$ cat config.mk
export PLATFORM = sky130hd
export DESIGN_NAME = phase_cmp_lock
export DESIGN_NICKNAME = d
export VERILOG_FILES = /design/src/rtl/phase_cmp_pkg.sv /design/src/rtl/phase_cmp_ctrl.sv /design/src/rtl/phase_cmp_dpath.sv /design/src/rtl/phase_cmp_lock.sv
export SDC_FILE = /design/constraint.sdc
export NUM_CORES = 1
export LEC_CHECK = 0
export BUFFER_PORTS_ARGS = -buffer_cell sky130_fd_sc_hd__buf_2
export CELL_PAD_IN_SITES_DETAIL_PLACEMENT = 1
export CELL_PAD_IN_SITES_GLOBAL_PLACEMENT = 1
export CORE_UTILIZATION = 35
export CTS_BUF_LIST = sky130_fd_sc_hd__clkbuf_8
export DETAILED_ROUTE_END_ITERATION = 16
export PLACE_DENSITY_LB_ADDON = 0.1
export RECOVER_POWER = 50
export SETUP_SLACK_MARGIN = 0.4
export SYNTH_ARGS = -nofsm -noshare
export SYNTH_HDL_FRONTEND = slang
export SYNTH_HIERARCHICAL = 1
export SYNTH_SLANG_ARGS = --single-unit
export TNS_END_PERCENT = 50
$ cat constraint.sdc
create_clock -name clk -period 1.5 [get_ports clk]
set_input_delay 0.15 -clock clk [delete_from_list [all_inputs] [get_ports clk]]
set_output_delay 0.15 -clock clk [all_outputs]
set_load 0.03 [all_outputs]
$ cat src/rtl/phase_cmp_pkg.sv
package phase_cmp_pkg;
  // Strobes from the flag control to the measuring datapath
  typedef struct packed {
    logic errStep;   // exactly one flag pending this cycle
    logic measDone;  // comparison completes, flags clear at this edge
  } cmpStrobe_t;
endpackage

$ cat src/rtl/phase_cmp_ctrl.sv
module phase_cmp_ctrl
  import phase_cmp_pkg::*;
#(
  parameter int MIN_W = 2
) (
  input  logic       clk,
  input  logic       rst_n,
  input  logic       refPulse,
  input  logic       vcoPulse,
  output logic       refFlag,
  output logic       vcoFlag,
  output cmpStrobe_t strobe
);
  localparam int OV_W = (MIN_W > 1) ? $clog2(MIN_W) : 1;
  localparam logic [OV_W-1:0] OV_LAST = OV_W'(MIN_W - 1);

  logic [OV_W-1:0] ovCnt;
  logic bothHigh;
  logic clrNow;

  assign bothHigh = refFlag & vcoFlag;
  assign clrNow   = bothHigh && (ovCnt == OV_LAST);

  // A new pulse wins over a clear in the same cycle
  always_ff @(posedge clk or negedge rst_n) begin
    if (!rst_n) begin
      refFlag <= 1'b0;
      vcoFlag <= 1'b0;
      ovCnt   <= '0;
    end else begin
      refFlag <= (refFlag & ~clrNow) | refPulse;
      vcoFlag <= (vcoFlag & ~clrNow) | vcoPulse;
      if (!bothHigh || clrNow) ovCnt <= '0;
      else                     ovCnt <= ovCnt + 1'b1;
    end
  end

  always_comb begin
    strobe          = '0;
    strobe.errStep  = refFlag ^ vcoFlag;
    strobe.measDone = clrNow;
  end
endmodule

$ cat src/rtl/phase_cmp_dpath.sv
module phase_cmp_dpath
  import phase_cmp_pkg::*;
#(
  parameter int UNLOCK_TH  = 4,
  parameter int LOCK_TH    = 2,
  parameter int LOCK_COUNT = 3
) (
  input  logic       clk,
  input  logic       rst_n,
  input  logic       refFlag,
  input  logic       vcoFlag,
  input  logic       polSel,
  input  cmpStrobe_t strobe,
  output logic       pumpUp,
  output logic       pumpDn,
  output logic       pumpDrive,
  output logic       lockOut
);
  localparam int ERR_W  = $clog2(UNLOCK_TH + 1);
  localparam int GOOD_W = (LOCK_COUNT > 1) ? $clog2(LOCK_COUNT) : 1;
  localparam logic [ERR_W-1:0]  ERR_MAX   = ERR_W'(UNLOCK_TH);
  localparam logic [ERR_W-1:0]  ERR_GOOD  = ERR_W'(LOCK_TH);
  localparam logic [GOOD_W-1:0] GOOD_LAST = GOOD_W'(LOCK_COUNT - 1);

  logic [ERR_W-1:0]  errCnt;
  logic [GOOD_W-1:0] goodCnt;
  logic              lockQ;
  logic              tooBig;

  assign tooBig = (errCnt >= ERR_MAX);

  // Saturating one-sided-pending counter, cleared per comparison
  always_ff @(posedge clk or negedge rst_n) begin
    if (!rst_n)                                errCnt <= '0;
    else if (strobe.measDone)                  errCnt <= '0;
    else if (strobe.errStep && errCnt != ERR_MAX) errCnt <= errCnt + 1'b1;
  end

  // Lock indicator with hysteresis
  always_ff @(posedge clk or negedge rst_n) begin
    if (!rst_n) begin
      lockQ   <= 1'b0;
      goodCnt <= '0;
    end else if (tooBig) begin
      lockQ   <= 1'b0;
      goodCnt <= '0;
    end else if (strobe.measDone) begin
      if (errCnt < ERR_GOOD) begin
        if (goodCnt >= GOOD_LAST) lockQ   <= 1'b1;
        else                      goodCnt <= goodCnt + 1'b1;
      end else begin
        goodCnt <= '0;
      end
    end
  end

  // Polarity steering
  always_comb begin
    if (polSel) begin
      pumpUp = vcoFlag;
      pumpDn = refFlag;
    end else begin
      pumpUp = refFlag;
      pumpDn = vcoFlag;
    end
  end

  assign pumpDrive = refFlag | vcoFlag;
  assign lockOut   = lockQ;
endmodule

$ cat src/rtl/phase_cmp_lock.sv
module phase_cmp_lock
  import phase_cmp_pkg::*;
#(
  parameter int MIN_W      = 2,
  parameter int UNLOCK_TH  = 4,
  parameter int LOCK_TH    = 2,
  parameter int LOCK_COUNT = 3
) (
  input  logic clk,
  input  logic rst_n,
  input  logic refPulse,
  input  logic vcoPulse,
  input  logic polSel,
  output logic pumpUp,
  output logic pumpDn,
  output logic pumpDrive,
  output logic lockOut
);
  logic       refFlag;
  logic       vcoFlag;
  cmpStrobe_t strobe;

  phase_cmp_ctrl #(.MIN_W(MIN_W)) u_ctrl (
    .clk(clk), .rst_n(rst_n), .refPulse(refPulse), .vcoPulse(vcoPulse),
    .refFlag(refFlag), .vcoFlag(vcoFlag), .strobe(strobe)
  );

  phase_cmp_dpath #(
    .UNLOCK_TH(UNLOCK_TH), .LOCK_TH(LOCK_TH), .LOCK_COUNT(LOCK_COUNT)
  ) u_dpath (
    .clk(clk), .rst_n(rst_n), .refFlag(refFlag), .vcoFlag(vcoFlag),
    .polSel(polSel), .strobe(strobe), .pumpUp(pumpUp), .pumpDn(pumpDn),
    .pumpDrive(pumpDrive), .lockOut(lockOut)
  );
endmodule

==> results.cfg <==
[global_routing]
track_usage_pct = 16.1
grt-ovfl-total = 0
antenna_found_initial = 0
grt_pass1_wl_um = 1500
grt_pass1_vias = 354
grt_max_degree = 10

[power]
powerDensity_nw_per_um2 = 2430
total_power_uw = 1630
vdd_drop_max_mv = 1.04
p_leak_uw = 0.000306

[setup_path]
cp_max_fo = 5
critical_path_required_ns = 1.35
r2r_start = u_ctrl/vcoFlag$_DFF_PN0_
r2r_cells = 4
start_kind = register
rr_endpoint = u_dpath/errCnt[1]$_DFFE_PN0P_
worstSetupStartpoint = u_ctrl/vcoFlag$_DFF_PN0_
cp-endpoint = pumpUp
r2r_slack_ns = 0.22
arrival_ns = 1.14
cp-end-kind = primary output
setup.worst_path.class = reg2out

[timing]
drv_slew = 0
period_share_pct = 85.7
max_freq_mhz = 777
rsz0062_at_grt = yes
relSlewSlack_pct = 66.9
setup_violations = 0
tightest_slew_ns = 0.496
worst_slack_ns = 0.214
hold_viol = 0
period_needed_ns = 1.29
finClkSkew_ns = 0.00139
setup_tns_ns = 0

[logic_synthesis]
synth.most_common_cell = dfrtp_1
synth.distinct_cells = 22
seq_area_frac_synth_pct = 46.6
ys.flop_type = dfrtp_1
synth-edff-count = 0
synth_area_leaders = dfrtp_1 (47%), ha_1 (10%), mux2_1 (4.7%)
synthCells = 44
syn_area_um2 = 483
ys_async_sr_fraction_pct = 100
yosysTopAreaCellShare_pct = 46.6
yosysWarnings = 6
synth_nets = 53
synth_seq_cells = 9
yosys-top-cells-count = dfrtp_1 (9), ha_1 (4), inv_1 (4), nor2_1 (4), a21oi_1 (3)
synth_top_area_cell = dfrtp_1
avgSynthCellArea_um2 = 11.0

[clock_network]
clock-sinks = 9
worstSkewPairLatency_ns = 0.23
cts_buffers = 3
clockBufferDepth = 2
clkSlewWorstSetupHoldPaths_ns = 0.04
root_buffer = clkbuf_8
cts_tree = yes
htreeDepth = 1

[min_path]
min_from = vcoPulse
hold_class = in2reg
holdPathStages = 2

[die]
die_w_um = 39.1
dieArea_um2 = 1530
rows = 13
core_um2 = 1280
dieHeight_um = 39.1
ios = 9
start_util_pct = 37.6

[final_layout]
drive_gt1_share_pct = 39.0
fin_area_um2 = 671
area_delta_synth_final_pct = 38.9
n_antenna_cell = 0
final_util_pct = 52.2
nets = 69

[place]
postPlaceCellArea_um2 = 568
placement.io_buffers = 8
place_congestion = 0.636
place_hpwl_um = 766
place_ws_ns = 0.174

[detailed_routing]
dr.max_layer_used = met4
first_iter_violations = 7
wl_met2_um = 577
route.met3.wl_um = 23
drt-total-wl_um = 1030
post_drt_wl_per_cell_um = 13.9
viasPerCell = 5.22
dr.pass1.iters = 4
drt-met1-wl_um = 419
ant_nets = 0
vias = 386
drc_errors = 0

[job]
drv_cap = 0

[outcome]
status = finished clean
-- report_power, final --
group,total [µW],switching (µW),internal (µW)
Combinational,870,423,446
Clock,269,91.3,178
Sequential,493,132,361
Total,1630,647,985
-- cells in the final DEF (no fill, tap or decap), types with 2 or more instances in the layout --
cell,count
dfrtp_1,8
inv_1,4
buf_2,4
nor2_1,4
clkbuf_8,3
a21oi_1,3
buf_4,3
clkbuf_1,2
buf_6,2
a21o_1,2
or2_1,2
ha_2,2
-- routing by layer --
layer	track usage [%]	up-vias
met4	12.9	0
met1	17.3	197
met5	0	-
li1	-	182
met2	26.7	5
met3	3.47	2
-- worst min path at each step --
stage	to	slack (ns)
after floorplan	u_ctrl/ovCnt$_DFF_PN0_	-0.15
after global placement	u_dpath/goodCnt[0]$_DFFE_PN0P_	0.008
after detailed placement	u_dpath/goodCnt[0]$_DFFE_PN0P_	0.01
after CTS	u_ctrl/vcoFlag$_DFF_PN0_	0.10
after global routing	u_ctrl/vcoFlag$_DFF_PN0_	0.10
final	u_ctrl/vcoFlag$_DFF_PN0_	0.11
-- cell type report --
type / count / area [µm²]
clock buffers: 3 / 41.3
inverters: 4 / 17.5
clock inverters: 1 / 3.75
well taps: 15 / 18.8
repair buffers: 12 / 82.6
flip-flops and latches: 9 / 226
fillers: 140 / 614
multi-input cells: 30 / 280
-- sequential cells by signal (all words and copies together), names as in the netlist --
name             count
u_ctrl/refFlag       1
u_ctrl/ovCnt         1
u_dpath/lockOut      1
u_ctrl/vcoFlag       1
u_dpath/goodCnt      2
u_dpath/errCnt       3
-- kinds of logic (layout without fill, tap and decap cells) --
group	after synthesis	after routing	synth area share, %
buf+inv	5	20	4.66
fa+ha+maj	4	4	10.4
compound gates	10	10	14.0
xor+xnor	1	1	1.81
flops	9	9	46.6
simple gates	12	12	15.8
mux	3	3	6.74
-- critical path: stages, from the launching register on --
cell	delay, ns
dfrtp_1	0.43
mux2_1	0.33
buf_6	0.14
-- stage by stage --
stage	std cells	hold WS, ns
final	74	0.105
after global routing	74	0.100
after CTS	72	0.102
after detailed placement	66	0.0134
after global placement	66	0.00797
after floorplan	44	-0.146
-- what timing repair did --
action / 4_1_cts / 5_1_grt
gates cloned: 0 / 0
resized for setup: 8 / 2
hold buffers: 1 / 0
setup endpoints to repair: 9 / 9
buffers inserted: 1 / 2
hold endpoints to repair: 9 / 0
pin swaps: 1 / 1
Power figures use the tool's default switching activity.
